File: config.mk
export PLATFORM = sky130hd
export DESIGN_NAME = pmic_access_top
export DESIGN_NICKNAME = d
export VERILOG_FILES = /design/src/rtl/pmic_access_pkg.sv /design/src/rtl/pmic_cmd_decode.sv /design/src/rtl/pmic_access_fsm.sv /design/src/rtl/pmic_status_reg.sv /design/src/rtl/pmic_access_top.sv
export SDC_FILE = /design/constraint.sdc
export NUM_CORES = 1
export LEC_CHECK = 0
export BUFFER_PORTS_ARGS = -buffer_cell sky130_fd_sc_hd__buf_4
export CAP_MARGIN = 0
export CORE_ASPECT_RATIO = 0.6
export CORE_MARGIN = 1
export CORE_UTILIZATION = 43
export DETAILED_ROUTE_END_ITERATION = 10
export PLACE_DENSITY_LB_ADDON = 0.08
export SKIP_LAST_GASP = 1
export SYNTH_ARGS = -nofsm -noshare
export SYNTH_HDL_FRONTEND = slang
export SYNTH_SLANG_ARGS = --single-unit
File: constraint.sdc
create_clock -name clk -period 1.78 [get_ports clk]
set_clock_uncertainty 0.2 [all_clocks]
set_input_delay 0.445 -clock clk [delete_from_list [all_inputs] [get_ports clk]]
set_output_delay 0.445 -clock clk [all_outputs]
set_load 0.01 [all_outputs]
File: src/rtl/pmic_access_pkg.sv
package pmic_access_pkg;
    localparam int DATA_W  = 16;
    localparam int ADDR_W  = 15;
    localparam int STATE_W = 3;
    localparam int STAT_W  = 32;

    localparam int ST_DATA_LSB  = 0;
    localparam int ST_STATE_LSB = 16;
    localparam int ST_INIT_BIT  = 19;
    localparam int ST_ERR_BIT   = 20;

    localparam int CMD_WR_BIT   = 31;
    localparam int CMD_ADDR_LSB = 16;

    typedef enum logic [STATE_W-1:0] {
        S_IDLE      = 3'd0,
        S_REQ       = 3'd1,
        S_WAIT_DATA = 3'd2,
        S_WAIT_CLR  = 3'd3
    } acc_state_e;

    typedef struct packed {
        logic              write;
        logic [ADDR_W-1:0] addr;
        logic [DATA_W-1:0] wdata;
    } acc_cmd_t;
endpackage

File: src/rtl/pmic_cmd_decode.sv
module pmic_cmd_decode
    import pmic_access_pkg::*;
(
    input  logic        cmd_wr,
    input  logic [31:0] cmd_data,
    input  logic        init_done,
    input  acc_state_e  state,
    output logic        accept,
    output logic        reject_busy,
    output acc_cmd_t    cmd
);
    always_comb begin
        cmd.write   = cmd_data[CMD_WR_BIT];
        cmd.addr    = cmd_data[CMD_ADDR_LSB +: ADDR_W];
        cmd.wdata   = cmd_data[DATA_W-1:0];
        accept      = cmd_wr && init_done && (state == S_IDLE);
        reject_busy = cmd_wr && init_done && (state != S_IDLE);
    end
endmodule

File: src/rtl/pmic_access_fsm.sv
module pmic_access_fsm
    import pmic_access_pkg::*;
(
    input  logic              clk,
    input  logic              rst_n,
    input  logic              accept,
    input  acc_cmd_t          cmd_in,
    input  logic              clr_wr,
    input  logic              clr_data,
    input  logic              be_ack,
    input  logic              be_rvalid,
    input  logic [DATA_W-1:0] be_rdata,
    output acc_state_e        state,
    output acc_cmd_t          cmd_q,
    output logic [DATA_W-1:0] rdata_q,
    output logic              be_req
);
    acc_state_e nxt;

    always_comb begin
        nxt = state;
        unique case (state)
            S_IDLE:      if (accept) nxt = S_REQ;
            S_REQ:       if (be_ack) nxt = cmd_q.write ? S_IDLE : S_WAIT_DATA;
            S_WAIT_DATA: if (be_rvalid) nxt = S_WAIT_CLR;
            S_WAIT_CLR:  if (clr_wr && clr_data) nxt = S_IDLE;
            default:     nxt = S_IDLE;
        endcase
    end

    always_ff @(posedge clk or negedge rst_n) begin
        if (!rst_n) begin
            state   <= S_IDLE;
            cmd_q   <= '0;
            rdata_q <= '0;
        end else begin
            state <= nxt;
            if (state == S_IDLE && accept) cmd_q <= cmd_in;
            if (state == S_WAIT_DATA && be_rvalid) rdata_q <= be_rdata;
        end
    end

    always_comb be_req = (state == S_REQ);
endmodule

File: src/rtl/pmic_status_reg.sv
module pmic_status_reg
    import pmic_access_pkg::*;
(
    input  logic              clk,
    input  logic              rst_n,
    input  logic              init_done_in,
    input  logic              reject_busy,
    input  acc_state_e        state,
    input  logic [DATA_W-1:0] rdata_q,
    output logic              init_done,
    output logic [STAT_W-1:0] status
);
    logic err_q;

    always_ff @(posedge clk or negedge rst_n) begin
        if (!rst_n) begin
            init_done <= 1'b0;
            err_q     <= 1'b0;
        end else begin
            if (init_done_in) init_done <= 1'b1;
            if (reject_busy)  err_q     <= 1'b1;
        end
    end

    always_comb begin
        status = '0;
        status[ST_DATA_LSB +: DATA_W]   = rdata_q;
        status[ST_STATE_LSB +: STATE_W] = state;
        status[ST_INIT_BIT]             = init_done;
        status[ST_ERR_BIT]              = err_q;
    end
endmodule

File: src/rtl/pmic_access_top.sv
module pmic_access_top
    import pmic_access_pkg::*;
(
    input  logic        clk,
    input  logic        rst_n,
    input  logic        init_done_in,
    input  logic        cmd_wr,
    input  logic [31:0] cmd_data,
    input  logic        clr_wr,
    input  logic        clr_data,
    output logic [31:0] status,
    output logic        be_req,
    output logic        be_write,
    output logic [14:0] be_addr,
    output logic [15:0] be_wdata,
    input  logic        be_ack,
    input  logic        be_rvalid,
    input  logic [15:0] be_rdata
);
    logic       init_done, accept, reject_busy;
    acc_cmd_t   cmd_dec, cmd_q;
    acc_state_e state;
    logic [DATA_W-1:0] rdata_q;

    pmic_cmd_decode u_dec (
        .cmd_wr(cmd_wr), .cmd_data(cmd_data), .init_done(init_done),
        .state(state), .accept(accept), .reject_busy(reject_busy), .cmd(cmd_dec)
    );

    pmic_access_fsm u_fsm (
        .clk(clk), .rst_n(rst_n), .accept(accept), .cmd_in(cmd_dec),
        .clr_wr(clr_wr), .clr_data(clr_data), .be_ack(be_ack),
        .be_rvalid(be_rvalid), .be_rdata(be_rdata), .state(state),
        .cmd_q(cmd_q), .rdata_q(rdata_q), .be_req(be_req)
    );

    pmic_status_reg u_stat (
        .clk(clk), .rst_n(rst_n), .init_done_in(init_done_in),
        .reject_busy(reject_busy), .state(state), .rdata_q(rdata_q),
        .init_done(init_done), .status(status)
    );

    always_comb begin
        be_write = cmd_q.write;
        be_addr  = cmd_q.addr;
        be_wdata = cmd_q.wdata;
    end
endmodule

==> flow_summary.yaml, run 1 <==
pwr:
  power_uw: 5250
  peakVddDrop_mv: 0.783
  power.density_mw_per_mm2: 1710
  leakage_uw: 0.00152
cells_and_area:
  syn2layout_area_growth_pct: 45.4
  fillCellCount: 366
  drive_above_1_share_pct: 68.4
  multiInputGateArea_um2: 686
  stdcell_area_mm2: 0.00307
  diodes: 0
  fin_nets: 305
  final_util_pct: 66.3
  regArea_mm2: 0.00130
yosys:
  synth_edf_count: 0
  syn_inst: 134
  seq_area_frac_synth_pct: 61.5
  synth_cell_types: 17
  avgSynthCellArea_um2: 15.8
  yosysTopAreaCellShare_pct: 61.5
  ys_warn_count: 0
  synth_flop_cell: "dfrtp_1"
  yosys.area.top_type: "dfrtp_1"
  synth_top_cells_by_count: "dfrtp_1 (52), mux2_2 (46), buf_4 (14), buf_6 (5)"
  postSynth.asyncResetShare_pct: 100
  ys_top_cells_by_area: "dfrtp_1 (62%), mux2_2 (24%), buf_4 (5.0%)"
  synth.most_common_cell: "dfrtp_1"
  syn_area_mm2: 0.00211
  ys_ff_latch: 52
route:
  antenna_left: 0
  route.detailed.drc: 0
  via_per_inst: 4.55
  vias: 1424
  wl_per_cell_um: 14.1
  dr.pass1.iters: 3
  drtIter0Drc: 41
  drt-total-wl_mm: 4.43
clock_tree:
  root_buffer: "clkbuf_8"
  cts_buffer_depth: 2
  clk_transition_reported_paths_ns: 0.09
  cts_tree: "yes"
  cts_inserted_buffers: 5
  clock_latency_ns: 0.29
  clkSinkCount: 52
  cts.htree.levels: 2
die:
  ioPinCount: 121
  initial_core_util_pct: 45.6
  core_region_area_mm2: 0.00464
  die_height_um: 56.3
  die_area_mm2: 0.00521
  row_count: 19
  die_w_um: 92.5
worst_setup_path:
  timing.rr.start: "u_fsm.state[1]"
  crit_path_start_kind: "flop"
  reg2reg_slack_ns: 0.09
  critPathLaunch: "u_fsm.state[1]"
  endpoint: "be_req"
  critPathRequiredTime_ns: 1.13
  cpPeakStageDelay_ns: 0.41
  critical_path_class: "reg -> out"
  reg2regPathDepth: 4
  critPathSlowestCell: "dfrtp_1"
  reg2reg_to: "u_fsm.cmd_q[22]"
  crit_arrival_ns: 1.08
  path_cells: "buf_6 > nor2b_1 > buf_4"
  cp-end-kind: "output port"
  worst-path-max-fanout: 8
placed_design:
  routabilityCongestion: 0.748
  place_hpwl_mm: 3.32
  portBuffers: 108
  place_area_mm2: 0.00293
sta:
  relSlewSlack_pct: 56.8
  hold_violations: 0
  worst_slew_pin_slew_ns: 0.649
  period_share_pct: 97.1
  finalMaxSlewViolations: 0
  finalSetupTns_ns: 0
  finalSetupViolCount: 0
  max_freq_mhz: 578
  rsz0062_at_grt: "no"
  period_minus_slack_ns: 1.73
global_route:
  grt_overflow: 0
  first_global_vias: 1455
  antenna_found_initial: 0
  grt_use_total_pct: 17.9
  grt_max_degree: 53
  grt_first_pass_wirelength_mm: 7.05
run_status:
  status: "complete, no violations"
worst_hold_path:
  hold_class: "in -> reg"
run:
  maxCapViolations: 0
==> state kept, by name, summed over array words and instances, names as in the netlist <==
signal	cells
u_fsm.state	2
u_stat.err_q	1
u_fsm.cmd_q	32
u_stat.init_done	1
u_fsm.rdata_q	16
==> final cells by class <==
| type | count | share of cell area (%) |
|---|---|---|
| Clock buffer | 6 | 2.36 |
| Clock inverter | 2 | 1.14 |
| Inverter | 2 | 0.244 |
| Multi-Input combinational cell | 72 | 22.3 |
| Sequential cell | 52 | 42.3 |
| Tap cell | 63 | 2.56 |
| Timing Repair Buffer | 116 | 29.1 |
==> layout by cell type (no fill, tap or decap), types with 2 or more instances in the layout <==
cell | netlist | final
inv_1 | 2 | 2
nor2b_1 | 2 | 2
mux2_1 | 2 | 2
a31oi_1 | 2 | 2
buf_6 | 5 | 2
conb_1 | 1 | 12
clkbuf_8 | 0 | 5
dfrtp_1 | 52 | 52
mux2_2 | 46 | 46
buf_4 | 14 | 112
==> worst min path at each step <==
| stage | start | endpoint | slack, ns | cells after the start |
|---|---|---|---|---|
| floorplan | rst_n | u_fsm.cmd_q[0] | -0.05 | 0 |
| global placement | u_stat.err_q | u_stat.err_q | 0.26 | 1 |
| detailed placement | u_stat.err_q | u_stat.err_q | 0.27 | 1 |
| CTS | init_done_in | u_stat.init_done | 0.12 | 2 |
| global route | init_done_in | u_stat.init_done | 0.13 | 2 |
| finish | init_done_in | u_stat.init_done | 0.13 | 2 |
==> per-layer routing <==
| layer | vias to the layer above | routed length (µm) | GRT usage, % |
|---|---|---|---|
| li1 | 661 | - | - |
| met5 | - | 0 | 0 |
| met1 | 689 | 1870 | 22.9 |
| met4 | 0 | 37 | 6.03 |
| met2 | 70 | 2130 | 28.5 |
| met3 | 4 | 390 | 6.23 |
==> worst max-delay path: cells and delay by family, from the launching register on <==
family,cells,cell delay (ns)
AND/OR/NAND/NOR,1,0.11
buffers and inverters,2,0.28
flip-flops,1,0.41
==> per-stage QoR <==
step | hold slack, ns | std cells | setup slack, ns
final | 0.131 | 313 | 0.0510
after global routing | 0.131 | 313 | 0.0000243
after CTS | 0.123 | 313 | 0.0189
after detailed placement | 0.272 | 302 | 0.0352
after global placement | 0.264 | 302 | 0.0877
after floorplan | -0.0506 | 145 | 0.106
==> kinds of logic after synthesis <==
family / share of synthesized area, %
flip-flops: 61.5
other: 0.177
AO/OA/AOI/OAI: 1.78
buffers and inverters: 7.99
AND/OR/NAND/NOR: 2.96
multiplexers: 25.6
==> repair_timing <==
item	4_1_cts	5_1_grt
cloned	0	0
endpoints found under the setup margin	1	1
gates resized for setup	0	2
hold endpoints to repair	52	0
hold buffers	1	0
buffers inserted	2	0
==> report_power, final <==
group | switching, µW | internal [µW]
clock | 362 | 417
sequential | 308 | 1770
combinational | 938 | 1460
Power figures use the tool's default switching activity.
==> run 2: changes to the inputs <==
- CELL_PAD_IN_SITES_DETAIL_PLACEMENT: not set -> 0
- CELL_PAD_IN_SITES_GLOBAL_PLACEMENT: not set -> 1
- CORE_UTILIZATION: 43 -> 30
==> run 2 against run 1 <==
  * Non-clock buffer count increased by 1
  * Core utilization decreased by 19 points
  * Count of clock-buffer cells in the layout increased by 1
  * Register-to-register slack improved by 0.03 ns
  * Setup slack improved by 0.023 ns
  * Sequential cell count unchanged
  * Clock power increased by 25%
  * Combinational power about the same
  * Final cell count increased by 7.7%
  * Critical endpoint unchanged
==> flow_summary.yaml, run 2 (same netlist as run 1, synthesis figures left out) <==
run_status:
  status: "complete, no violations"
placed_design:
  pre_cts_slack_ns: 0.0364
  place_hpwl_mm: 3.26
  routabilityCongestion: 0.626
  portBuffers: 108
cells_and_area:
  top_regs: "u_fsm.cmd_q: 32 flops, u_fsm.rdata_q: 16 flops, u_fsm.state: 2 flops"
  fin_nets: 306
  drive_above_1_share_pct: 68.8
  largest_register_ffs: 32
  regMostFlops: "u_fsm.cmd_q"
  diodes: 0
  layout_commonest_cell: "buf_4"
  syn2layout_area_growth_pct: 49.9
  final_cell_mix: "buf_4 (112), dfrtp_1 (52), mux2_2 (46)"
die:
  die_area_mm2: 0.00740
  die_height_um: 67.0
  row_count: 23
  ioPinCount: 121
  die_w_um: 110
  initial_core_util_pct: 31.4
  core_region_area_mm2: 0.00673
pwr:
  power.density_mw_per_mm2: 1710
  peakVddDrop_mv: 0.628
  power_uw: 5420
  leakage_uw: 0.00155
worst_setup_path:
  critPathSlowestCell: "dfrtp_1"
  reg2reg_slack_ns: 0.12
  cp-end-kind: "output port"
  path_cells: "buf_6 > nor2b_1 > buf_4"
  timing.rr.start: "u_fsm.state[0]"
  crit_arrival_ns: 1.06
  crit_path_start_kind: "flop"
  cpPeakStageDelay_ns: 0.39
  worst-path-max-fanout: 7
  critPathRequiredTime_ns: 1.13
  reg2regPathDepth: 4
  critical_path_class: "reg -> out"
  reg2reg_to: "u_fsm.cmd_q[1]"
sta:
  worst_slack_ns: 0.0741
  hold_violations: 0
  finalSetupViolCount: 0
  rsz0062_at_grt: "no"
  max_freq_mhz: 586
  period_share_pct: 95.8
  finalMaxSlewViolations: 0
  finalSetupTns_ns: 0
  period_minus_slack_ns: 1.71
global_route:
  antenna_found_initial: 0
  grt_first_pass_wirelength_mm: 6.97
  grt_max_degree: 26
  grt_overflow: 0
  first_global_vias: 1392
  grt_use_total_pct: 13.0
worst_hold_path:
  hold_start: "init_done_in"
  min_path_cells: 2
  holdPathEnd: "u_stat.init_done"
  hold_class: "in -> reg"
route:
  wl_per_cell_um: 13.2
  via_per_inst: 4.23
  antenna_left: 0
  drt-total-wl_mm: 4.44
  drtIter0Drc: 49
  vias: 1425
  dr.pass1.iters: 3
  route.detailed.drc: 0
clock_tree:
  cts.htree.levels: 2
  cts_buffer_depth: 2
  clkSinkCount: 52
  clock_latency_ns: 0.28
  root_buffer: "clkbuf_16"
  cts_inserted_buffers: 5
  clk_transition_reported_paths_ns: 0.06
  cts_tree: "yes"
run:
  maxCapViolations: 0
==> run 2: changes by cell type in the layout (fill, tap and decap cells not counted), sizes merged <==
cell	delta
buf	+1
bufinv	-1
clkbuf	+1
clkinv	-1
==> run 2: worst max-delay path: cells and delay by family, from the launching register on <==
kind | cells | cell delay (ns)
buffers and inverters | 2 | 0.27
flip-flops | 1 | 0.39
AND/OR/NAND/NOR | 1 | 0.12
==> run 2: final cells by class <==
class | instances | area [µm²]
multi-input combinational | 72 | 686
sequential | 52 | 1300
tap | 87 | 109
timing repair buffer | 117 | 913
fill | 618 | 3560
inverter | 2 | 7.51
clock buffer | 7 | 153
==> run 2: routing by layer <==
metal | share of wire (%) | vias to the layer above | global-route usage (%) | wire [µm]
met3 | 12 | 6 | 5.97 | 511
met4 | 0.92 | 0 | 3.95 | 41
li1 | - | 668 | - | -
met5 | 0 | - | 0 | 0
met2 | 39 | 74 | 18.2 | 1750
met1 | 48 | 677 | 17.6 | 2140
==> run 2: worst max path at each step <==
stage	from	endpoint	depth (start not counted)
finish	u_fsm.state[0]	be_req	3
global route	u_fsm.state[1]	be_req	3
CTS	u_fsm.state[1]	be_req	3
detailed placement	cmd_wr	u_fsm.cmd_q[1]	5
global placement	cmd_wr	u_fsm.cmd_q[27]	5
floorplan	u_fsm.state[1]	u_fsm.cmd_q[16]	4
==> run 2: report_power, final <==
part	internal [µW]	switching, µW	leakage [µW]
combinational	1460	927	0.000861
clock	590	386	0.0000760
sequential	1770	295	0.000609
total	3810	1610	0.00155
==> run 2: what timing repair did <==
action                                 4_1_cts  5_1_grt
resized for setup                            0        2
gates cloned                                 0        0
setup buffers                                1        1
hold buffers                                 1        0
setup endpoints to repair                    1        1
endpoints found under the hold margin       15        0
==> run 2: per-stage QoR <==
step	utilization [%]	cells	instance area, µm²	hold slack [ns]
6_report	47.1	337	3170	0.162
5_1_grt	47.1	337	3170	0.160
4_1_cts	46.8	336	3150	0.156
3_5_place_dp	44.3	327	2980	0.126
3_3_place_gp	44.3	327	2980	0.129
2_1_floorplan	-	145	2160	-0.0506
